File: config.mk
export PLATFORM = sky130hd
export DESIGN_NAME = gpio_bank
export DESIGN_NICKNAME = d
export VERILOG_FILES = /design/src/rtl/gpio_bank_pkg.sv /design/src/rtl/gpio_sync2.sv /design/src/rtl/gpio_out_latch.sv /design/src/rtl/gpio_dir_bank.sv /design/src/rtl/gpio_read_port.sv /design/src/rtl/gpio_bank.sv
export SDC_FILE = /design/constraint.sdc
export NUM_CORES = 1
export LEC_CHECK = 0
export BUFFER_PORTS_ARGS = -buffer_cell sky130_fd_sc_hd__buf_2
export CAP_MARGIN = 20
export CELL_PAD_IN_SITES_DETAIL_PLACEMENT = 1
export CELL_PAD_IN_SITES_GLOBAL_PLACEMENT = 1
export CORE_AREA = 2 2 334 336
export CTS_CLUSTER_DIAMETER = 200
export DETAILED_ROUTE_END_ITERATION = 6
export DIE_AREA = 0 0 336 338
export PLACE_DENSITY_LB_ADDON = 0.1
export RECOVER_POWER = 50
export SYNTH_ARGS = -nofsm -noshare
export SYNTH_HDL_FRONTEND = slang
export SYNTH_SLANG_ARGS = --single-unit
export TNS_END_PERCENT = 50
File: constraint.sdc
create_clock -name clk -period 2.5 [get_ports clk]
set_input_delay 0.375 -clock clk [delete_from_list [all_inputs] [get_ports clk]]
set_output_delay 0.375 -clock clk [all_outputs]
set_load 0.01 [all_outputs]
File: src/rtl/gpio_bank_pkg.sv
package gpio_bank_pkg;

  localparam int BUS_W  = 32;
  localparam int LANES  = BUS_W / 8;
  localparam int LANE_W = $clog2(LANES);

  // Address lies inside the per-pin byte range.
  function automatic logic in_data_span(input logic [31:0] a, input int unsigned npins);
    return a < npins;
  endfunction

  // Address lies inside the direction-word range.
  function automatic logic in_dir_span(input logic [31:0] a, input int unsigned base,
                                       input int unsigned nports);
    return (a >= base) && (a < base + nports * LANES);
  endfunction

  // Port number addressed inside the direction range.
  function automatic logic [31:0] dir_port_of(input logic [31:0] a, input int unsigned base);
    return (a - base) >> LANE_W;
  endfunction

  // Collapse a written byte to the pin level it stores.
  function automatic logic byte_to_level(input logic [7:0] b);
    return |b;
  endfunction

endpackage

File: src/rtl/gpio_sync2.sv
module gpio_sync2 #(
  parameter int WIDTH = 256
) (
  input  logic             clk,
  input  logic             rst_n,
  input  logic [WIDTH-1:0] async_in,
  output logic [WIDTH-1:0] sync_out
);

  logic [WIDTH-1:0] stage1;

  always_ff @(posedge clk or negedge rst_n) begin
    if (!rst_n) begin
      stage1   <= '0;
      sync_out <= '0;
    end else begin
      stage1   <= async_in;
      sync_out <= stage1;
    end
  end

endmodule

File: src/rtl/gpio_out_latch.sv
module gpio_out_latch
  import gpio_bank_pkg::*;
#(
  parameter int NUM_PINS = 256,
  parameter int WIDX_W   = 6
) (
  input  logic                clk,
  input  logic                rst_n,
  input  logic                wr_hit,
  input  logic [WIDX_W-1:0]   word_idx,
  input  logic [LANES-1:0]    be,
  input  logic [BUS_W-1:0]    wdata,
  output logic [NUM_PINS-1:0] latch_q
);

  for (genvar p = 0; p < NUM_PINS; p++) begin : g_pin
    localparam int WORD = p / LANES;
    localparam int LANE = p % LANES;
    logic hit;
    assign hit = wr_hit && (word_idx == WIDX_W'(WORD)) && be[LANE];

    always_ff @(posedge clk or negedge rst_n) begin
      if (!rst_n)   latch_q[p] <= 1'b0;
      else if (hit) latch_q[p] <= byte_to_level(wdata[LANE*8 +: 8]);
    end
  end

endmodule

File: src/rtl/gpio_dir_bank.sv
module gpio_dir_bank
  import gpio_bank_pkg::*;
#(
  parameter int NUM_PORTS     = 8,
  parameter int PINS_PER_PORT = 32,
  parameter int PIDX_W        = 3
) (
  input  logic                                    clk,
  input  logic                                    rst_n,
  input  logic                                    wr_hit,
  input  logic [PIDX_W-1:0]                       port_idx,
  input  logic [LANES-1:0]                        be,
  input  logic [BUS_W-1:0]                        wdata,
  output logic [NUM_PORTS-1:0][PINS_PER_PORT-1:0] dir_words
);

  localparam int BYTES = PINS_PER_PORT / 8;

  for (genvar n = 0; n < NUM_PORTS; n++) begin : g_port
    logic sel;
    assign sel = wr_hit && (port_idx == PIDX_W'(n));
    for (genvar l = 0; l < BYTES; l++) begin : g_lane
      always_ff @(posedge clk or negedge rst_n) begin
        if (!rst_n)              dir_words[n][l*8 +: 8] <= '0;
        else if (sel && be[l])   dir_words[n][l*8 +: 8] <= wdata[l*8 +: 8];
      end
    end
  end

endmodule

File: src/rtl/gpio_read_port.sv
module gpio_read_port
  import gpio_bank_pkg::*;
#(
  parameter int NUM_PORTS     = 8,
  parameter int PINS_PER_PORT = 32,
  parameter int WIDX_W        = 6,
  parameter int PIDX_W        = 3
) (
  input  logic                                    clk,
  input  logic                                    rst_n,
  input  logic                                    data_hit,
  input  logic                                    dir_hit,
  input  logic [WIDX_W-1:0]                       word_idx,
  input  logic [PIDX_W-1:0]                       port_idx,
  input  logic [NUM_PORTS*PINS_PER_PORT-1:0]      level,
  input  logic [NUM_PORTS-1:0][PINS_PER_PORT-1:0] dir_words,
  output logic [BUS_W-1:0]                        rdata
);

  logic [BUS_W-1:0] rd_next;

  always_comb begin
    rd_next = '0;
    if (data_hit) begin
      for (int l = 0; l < LANES; l++) begin
        rd_next[l*8] = level[{word_idx, LANE_W'(l)}];
      end
    end else if (dir_hit) begin
      rd_next = BUS_W'(dir_words[port_idx]);
    end
  end

  always_ff @(posedge clk or negedge rst_n) begin
    if (!rst_n) rdata <= '0;
    else        rdata <= rd_next;
  end

endmodule

File: src/rtl/gpio_bank.sv
module gpio_bank
  import gpio_bank_pkg::*;
#(
  parameter int NUM_PORTS     = 8,
  parameter int PINS_PER_PORT = 32,
  parameter int ADDR_W        = 14,
  parameter int DIR_BASE      = 'h2000
) (
  input  logic                               clk,
  input  logic                               rst_n,
  input  logic [ADDR_W-1:0]                  bus_addr,
  input  logic                               bus_we,
  input  logic [3:0]                         bus_be,
  input  logic [31:0]                        bus_wdata,
  output logic [31:0]                        bus_rdata,
  input  logic [NUM_PORTS*PINS_PER_PORT-1:0] pin_in,
  output logic [NUM_PORTS*PINS_PER_PORT-1:0] pin_out,
  output logic [NUM_PORTS*PINS_PER_PORT-1:0] pin_oe
);

  localparam int NUM_PINS = NUM_PORTS * PINS_PER_PORT;
  localparam int WORDS    = NUM_PINS / LANES;
  localparam int WIDX_W   = $clog2(WORDS);
  localparam int PIDX_W   = (NUM_PORTS > 1) ? $clog2(NUM_PORTS) : 1;

  // Address decode, brought out as named events
  logic [31:0]       acc_addr;
  logic [31:0]       port_full;
  logic              data_hit;
  logic              dir_hit;
  logic              data_wr_hit;
  logic              dir_wr_hit;
  logic              unmapped_acc;
  logic [WIDX_W-1:0] word_idx;
  logic [PIDX_W-1:0] port_idx;

  assign acc_addr     = 32'(bus_addr) & ~32'(LANES - 1);
  assign data_hit     = in_data_span(acc_addr, NUM_PINS);
  assign dir_hit      = in_dir_span(acc_addr, DIR_BASE, NUM_PORTS);
  assign data_wr_hit  = bus_we && data_hit;
  assign dir_wr_hit   = bus_we && dir_hit;
  assign unmapped_acc = !data_hit && !dir_hit;
  assign word_idx     = acc_addr[WIDX_W+LANE_W-1:LANE_W];
  assign port_full    = dir_port_of(acc_addr, DIR_BASE);
  assign port_idx     = port_full[PIDX_W-1:0];

  // State
  logic [NUM_PINS-1:0]                     latch_q;
  logic [NUM_PINS-1:0]                     sync_in;
  logic [NUM_PINS-1:0]                     dir_flat;
  logic [NUM_PINS-1:0]                     level;
  logic [NUM_PORTS-1:0][PINS_PER_PORT-1:0] dir_words;

  gpio_sync2 #(.WIDTH(NUM_PINS)) u_sync (
    .clk      (clk),
    .rst_n    (rst_n),
    .async_in (pin_in),
    .sync_out (sync_in)
  );

  gpio_out_latch #(.NUM_PINS(NUM_PINS), .WIDX_W(WIDX_W)) u_latch (
    .clk      (clk),
    .rst_n    (rst_n),
    .wr_hit   (data_wr_hit),
    .word_idx (word_idx),
    .be       (bus_be),
    .wdata    (bus_wdata),
    .latch_q  (latch_q)
  );

  gpio_dir_bank #(
    .NUM_PORTS     (NUM_PORTS),
    .PINS_PER_PORT (PINS_PER_PORT),
    .PIDX_W        (PIDX_W)
  ) u_dir (
    .clk       (clk),
    .rst_n     (rst_n),
    .wr_hit    (dir_wr_hit),
    .port_idx  (port_idx),
    .be        (bus_be),
    .wdata     (bus_wdata),
    .dir_words (dir_words)
  );

  assign dir_flat = dir_words;
  assign level    = (dir_flat & latch_q) | (~dir_flat & sync_in);
  assign pin_oe   = dir_flat;
  assign pin_out  = dir_flat & latch_q;

  gpio_read_port #(
    .NUM_PORTS     (NUM_PORTS),
    .PINS_PER_PORT (PINS_PER_PORT),
    .WIDX_W        (WIDX_W),
    .PIDX_W        (PIDX_W)
  ) u_read (
    .clk       (clk),
    .rst_n     (rst_n),
    .data_hit  (data_hit),
    .dir_hit   (dir_hit),
    .word_idx  (word_idx),
    .port_idx  (port_idx),
    .level     (level),
    .dir_words (dir_words),
    .rdata     (bus_rdata)
  );

endmodule

== Word level (Yosys, flattened, before mapping) ==
Index checks and enable logic that the tools add are counted.

* Add/subtract/negate cells: 1
* Multipliers: 0
* Div/mod/pow operators: 0
* $lt $le $gt $ge: 8
* Equal/unequal tests: 70
* Shift-type cells: 0
* Muxes and demuxes: 19
* Bitwise logic cells: 4
* Reduce and logical (&&, ||, !) cells: 369

{| class="wikitable"
|+ Operator list
! kind !! count
|-
| $and 256x256->256 || 2
|-
| $logic_and 1x1->1 || 363
|-
| $not 256->256 || 1
|-
| $or 256x256->256 || 1
|-
| $eq 6x6->1 const B || 32
|-
| $bmux 32 s3 || 1
|-
| $eq 6x5->1 const B || 16
|-
| $mux 32 || 2
|-
| $eq 6x4->1 const B || 8
|-
| $lt 8x9->1 const B || 4
|-
| $reduce_or 8->1 || 4
|-
| $mux 7 || 4
|-
| $bmux 1 s6 || 4
|-
| $eq 6x3->1 const B || 4
|-
| $ge 14x14->1 const B || 1
|-
| $lt 14x14->1 const B || 1
|-
| $lt 14x9->1 const B || 1
|-
| $eq 3x3->1 const B || 4
|-
| $eq 6x2->1 const B || 2
|-
| $mux 1 || 8
|-
| $eq 3x2->1 const B || 2
|-
| $eq 6x1->1 const B || 1
|-
| $logic_not 6->1 || 1
|-
| $sub 5x1->5 const B || 1
|-
| other kinds (3) || 3
|}

* Bits in registers: 1,056
* Latch bits: 0
* RAM bits: 0
* Memory bits (read-only): 0
* Input bits: 309
* Output and inout port bits: 544
* Logic and storage cells: 762
* Memories kept: 0

== Logic depth before layout (Yosys ltp) ==
* Depth after elaboration: 6
* Depth in mapped cells: 10
* Depth with buffers taken out: 6

== Cells and area by module ==
A second synthesis with hierarchy kept.

* Cell total of the unflattened synthesis: 2,875
* Area total of the unflattened synthesis: 42,928.7 sq um

{| class="wikitable"
|+ By module, submodules not included
! module !! times used !! cells an instance !! area an instance (sq um) !! seq. area each (sq um)
|-
| gpio_sync2 || 1 || 512 || 12,812.3 || 12,812.3
|-
| gpio_out_latch || 1 || 966 || 11,014.3 || 6,406.1
|-
| gpio_dir_bank || 1 || 566 || 9,686.8 || 6,406.1
|-
| gpio_read_port || 1 || 312 || 4,877.2 || 800.8
|-
| gpio_bank || 1 || 519 || 4,538.1 || 0.0
|}

== Worst setup path after synthesis ==
Ideal clock, no wire load.

* Kind: input to register
* Start point: in bus_addr[6]
* End point: reg, netlist name u_dir.dir_words[64]
* Setup time: 0.125 ns
* Arrival time: 2.195 ns
* Required time: 2.375 ns
* Slack: 0.180 ns
* Stages: 6
* Path buffers: 1
* Cell sequence: or2_1 > buf_6 > nor3b_4 > nand3_4 > nor2_8 > mux2_2

* Longest elaborated chain between the ends: 5
* Elaborated cells on any way between the ends: 6
* Classes of those cells: 2 x order compare; 4 x reduce/logical

{| class="wikitable"
|+ Ends and longest elaborated chain
! element !! RTL line !! text
|-
| start, declared || gpio_bank.sv:11 || <nowiki>input logic [ADDR_W-1:0] bus_addr,</nowiki>
|-
| $ge 14x14->1 or $lt 14x14->1 (tied branches) || gpio_bank_pkg.sv:15 || <nowiki>return (a >= base) && (a < base + nports * LANES);</nowiki>
|-
| $logic_and 1x1->1 * || gpio_bank_pkg.sv:15 ||
|-
| $logic_and 1x1->1 * || gpio_bank.sv:41 || <nowiki>assign dir_wr_hit = bus_we && dir_hit;</nowiki>
|-
| $logic_and 1x1->1 * || gpio_dir_bank.sv:21 || <nowiki>assign sel = wr_hit && (port_idx == PIDX_W'(n));</nowiki>
|-
| $logic_and 1x1->1 * || gpio_dir_bank.sv:25 || <nowiki>else if (sel && be[l]) dir_words[n][l*8 +: 8] <= wdata[l*8 +: 8];</nowiki>
|}

Mark *: on every way between the ends. The rest lies on a longest branch, timed or not.
A chain may end at the register's enable or synchronous reset.

== Worst setup path in the final report ==
* Start point: reg, netlist name u_dir.dir_words[142]
* End point: reg u_read.rdata[16]

* Longest elaborated chain between the ends: 6
* Elaborated cells on any way between the ends: 7
* Classes of those cells: 3 x mux; 4 x bitwise

{| class="wikitable"
|+ Ends and longest elaborated chain
! element !! RTL line !! text
|-
| $not 256->256 || gpio_bank.sv:86 || <nowiki>assign level = (dir_flat & latch_q) | (~dir_flat & sync_in);</nowiki>
|-
| $and 256x256->256 || gpio_bank.sv:86 ||
|-
| $or 256x256->256 * || gpio_bank.sv:86 ||
|-
| $bmux 1 s6 * || gpio_read_port.sv:26 || <nowiki>rd_next[l*8] = level[{word_idx, LANE_W'(l)}];</nowiki>
|-
| $mux 1 (not written as such) * || gpio_read_port.sv:26 ||
|-
| $mux 1 * || gpio_read_port.sv:24 || <nowiki>if (data_hit) begin</nowiki>
|-
| net u_read.rd_next[16] || gpio_read_port.sv:20 || <nowiki>logic [BUS_W-1:0] rd_next;</nowiki>
|-
| end signal, assigned || gpio_read_port.sv:35 || <nowiki>else rdata <= rd_next;</nowiki>
|-
| end, declared || gpio_read_port.sv:17 || <nowiki>output logic [BUS_W-1:0] rdata</nowiki>
|}

Mark *: on every way through the listed nets, which the timed path passes. The rest lies on a longest branch. The select of a mux whose other input is x is not followed.

==> results by group <==
Final layout
  • Layout cell share with drive strength beyond 1: 0.3754
  • Final Net Count: 4,731
  • Fill cells: 11,298
  • Final instance area: 0.05691 mm^2
  • Seq. cell area: 0.02643 mm^2
  • Area growth syn-to-layout: 37.73%
  • Post-layout util: 0.5171
  • Area of the multi-input gates: 0.01435 mm^2

GRT
  • Vias in the first global route: 34,467
  • Largest net degree at the start of global routing: 97
  • First-pass GRT wire length: 265,400 um
  • Global Route Usage Sum: 0.3366
  • Initial antenna violation count: 26
  • Gr ovfl total: 0

Flow run
  • Max cap viols: 0

Floorplan
  • Placeable Area: 0.1101 mm^2
  • Die Span X: 336 um
  • Die Y: 338 um
  • I/O Pins: 853
  • Die ar.: 0.1136 mm^2
  • Rows: 122
  • Starting Density: 0.3754

Synthesis
  • Syn_nets: 3,299
  • Syn_area_per_cell: 13.82 um^2
  • Synthesized area: 0.04132 mm^2
  • Sequential-to-total area share from yosys stat: 0.6395
  • Mapped Cells: 2,990
  • Yosys cell types: 35
  • Commonest register cell after synthesis: dfrtp_1
  • #FFs+latches synth: 1,056
  • EDFF count, synth: 0
  • Async S/R FF share, synth: 1.000
  • YS warnings: 0

Detailed routing
  • Drt drc: 0
  • DR WL/cell: 32.15 um
  • DRT antenna net count: 0
  • Vias: 33,435
  • First drt pass iteration count: 5
  • Drt initial violations: 2,768
  • Drt via density: 5.555
  • WL final: 193,500 um

STA
  • Finish-stage setup viols: 0
  • RSZ-0062 raised after global routing: false
  • Rel. slew slack: 0.06663
  • Tightest Pin Transition: 1.400 ns
  • Clock Skews: 0.02882 ns
  • Final Hold Viols: 0
  • PnR worst setup slack: 0.05227 ns
  • Period Utilization, post-route: 0.9791
  • Max Slew Vio Count: 0
  • Fmax: 0.4085 GHz
  • Fin crit period: 2.448 ns

Setup path
  • Worst endpoint required time: 3.07 ns
  • RR Endpoint: u_read.rdata[16]
  • Worst setup path class: register to register
  • Flop-to-flop setup slack: 0.05 ns
  • Crit-path most repeated cell: o22ai_1
  • Critical path endpoint category: register
  • CP cell instances: mux2i_1, o22ai_1, o21ai_0, buf_4, a41oi_1, nor4_2, o22ai_1
  • Register-to-Register Path Depth: 7
  • Top delay family on crit path: compound AO/OA/AOI/OAI gates
  • Worst path arrival time: 3.02 ns
  • Worst stage delay on the critical path: 0.57 ns
  • Setup crit start kind: register
  • Buf/Inv on CP: 1
  • CP Max Fanout: 5
  • Worst R2R Start: u_dir.dir_words[142]
  • Crit path max-delay cell type: o21ai_0

Status
  • Status: finished clean

Placed design
  • Port Buffers: 850
  • Placed inst area: 0.05058 mm^2
  • Dpl hpwl: 144,700 um
  • Post-Place Worst Slack: -0.5864 ns
  • Gpl congestion: 0.9055

Power
  • VDD IR max: 512.1 uV
  • Leakage Power: 0.02720 uW
  • Power Density: 666.5 mW/mm^2

Clock tree
  • Clk pin slew, worst setup/hold paths: 0.06 ns
  • H-tree lvl count: 3
  • CTS Buffer Depth: 3
  • Clk_lat worst skew: 0.73 ns
  • Setup bufs post-CTS: 0
  • TritonCTS buffer count: 116
  • CTS tree: built
  • Clock root buffer: clkbuf_16
  • CTS sink count: 1,056

Min path
  • Hold path start: bus_wdata[4]
  • Hold/Removal Path Class: input port to register
  • Worst Hold Path EP: u_dir.dir_words[228]
  • Hold Path Stages: 2
==> worst max path at each step <==
stage	startpoint	end	cells after the start
after floorplan	bus_addr[6]	u_dir.dir_words[64]	6
after global placement	bus_addr[3]	u_read.rdata[16]	10
after detailed placement	bus_addr[3]	u_read.rdata[16]	10
after CTS	u_dir.dir_words[166]	u_read.rdata[16]	7
after global routing	u_dir.dir_words[166]	u_read.rdata[16]	7
final	u_dir.dir_words[142]	u_read.rdata[16]	7
==> layout make-up <==
class	instances	share of cell area
multi-input combinational	1783	0.2521
clock buffer	168	0.05921
antenna	10	0.0004397
tap	1488	0.03271
clock inverter	49	0.01042
sequential	1056	0.4643
timing repair buffer	1465	0.1807
==> placed cells by master (no fill, tap or decap), drive strengths merged, types with 3 or more instances in the layout <==
cell,count
clkbuf,252
o22ai,132
nand2,19
nor2,119
buf,1123
inv,3
dfrtp,1056
dlygate4sd3,257
o21ai,128
mux2i,288
a41oi,16
nor2b,5
or4,9
mux2,256
and2,258
nand2b,4
clkinv,30
diode,10
bufinv,12
o31ai,64
nand3,24
a31oi,192
clkinvlp,4
nor4,4
a21oi,192
or2,6
mux4,64
==> flip-flops by register name, summed over array words and instances, names as in the netlist <==
| register | flops |
|---|---|
| u_dir.dir_words | 256 |
| u_latch.latch_q | 256 |
| u_sync.stage1 | 256 |
| u_sync.sync_out | 256 |
| u_read.rdata | 32 |
==> Yosys cell counts (4+ instances only) <==
library cell     n  share of area
dfrtp_1       1056           0.64
mux2i_1        288          0.070
and2_1         256          0.039
mux2_2         249          0.068
a21oi_1        192          0.023
a31oi_1        192          0.029
o22ai_1        132          0.020
o21ai_0        125          0.015
nor2_1          86         0.0078
clkbuf_1        74         0.0067
mux4_2          64          0.035
o31ai_1         64          0.012
buf_2           58         0.0070
nand3_1         20         0.0024
nand2_1         19         0.0017
buf_1           18         0.0016
a41oi_1         16         0.0034
nor2_4          14         0.0038
nor2_2          11         0.0017
nor2_8           8         0.0039
or4_1            8         0.0015
mux2_1           7         0.0019
nor2b_1          5        0.00076
or2_1            5        0.00076
nand2b_1         4        0.00061
nand3_4          4         0.0017
nor4_1           4        0.00061
==> layer usage <==
| metal | share of wire | vias to the layer above | wire length, um | GRT usage |
|---|---|---|---|---|
| li1 | - | 13889 | - | - |
| met1 | 0.44 | 17783 | 84250 | 0.4723 |
| met2 | 0.46 | 1454 | 89120 | 0.5279 |
| met3 | 0.065 | 301 | 12670 | 0.05938 |
| met4 | 0.038 | 8 | 7428 | 0.1179 |
| met5 | 0.00027 | - | 53 | 0 |
==> power by group <==
part           leakage (uW)  switching, uW  internal (uW)  total (uW)
sequential           0.0136            201          17500       17700
clock               0.00196           7270          10600       17800
combinational        0.0117           1460            901        2360
total                0.0272           8920          29000       37900
==> kinds of logic after synthesis <==
logic type      count (synthesis)  share of synthesized area
simple gates                  451                    0.06756
mux                           608                     0.1744
buf+inv                       151                    0.01566
compound gates                724                     0.1028
flops                        1056                     0.6395
==> worst register-to-register path: stages, from the launching register on <==
cell	delay [ns]
dfrtp_1	0.46
mux2i_1	0.24
o22ai_1	0.12
o21ai_0	0.58
buf_4	0.23
a41oi_1	0.12
nor4_2	0.43
o22ai_1	0.13
==> per-stage QoR <==
| stage | hold WS [ns] | setup TNS [ns] | std cells | power [uW] |
|---|---|---|---|---|
| final | 0.1710 | 0 | 6019 | 37930 |
| after global routing | 0.1392 | 0 | 6012 | 38980 |
| after floorplan | 0.07941 | 0 | 2990 | 18500 |
| after global placement | 0.3193 | -8.084 | 5535 | 20090 |
| after CTS | 0.1033 | 0 | 6009 | 38220 |
| after detailed placement | 0.2887 | -6.654 | 5535 | 20110 |
==> timing repair <==
action	4_1_cts	5_1_grt
gates cloned	0	0
pin swaps	0	0
hold endpoints to repair	376	0
setup endpoints to repair	1	3
hold buffers	257	0
resized for setup	2	3
Note: power is estimated with default switching activity, not from simulation.
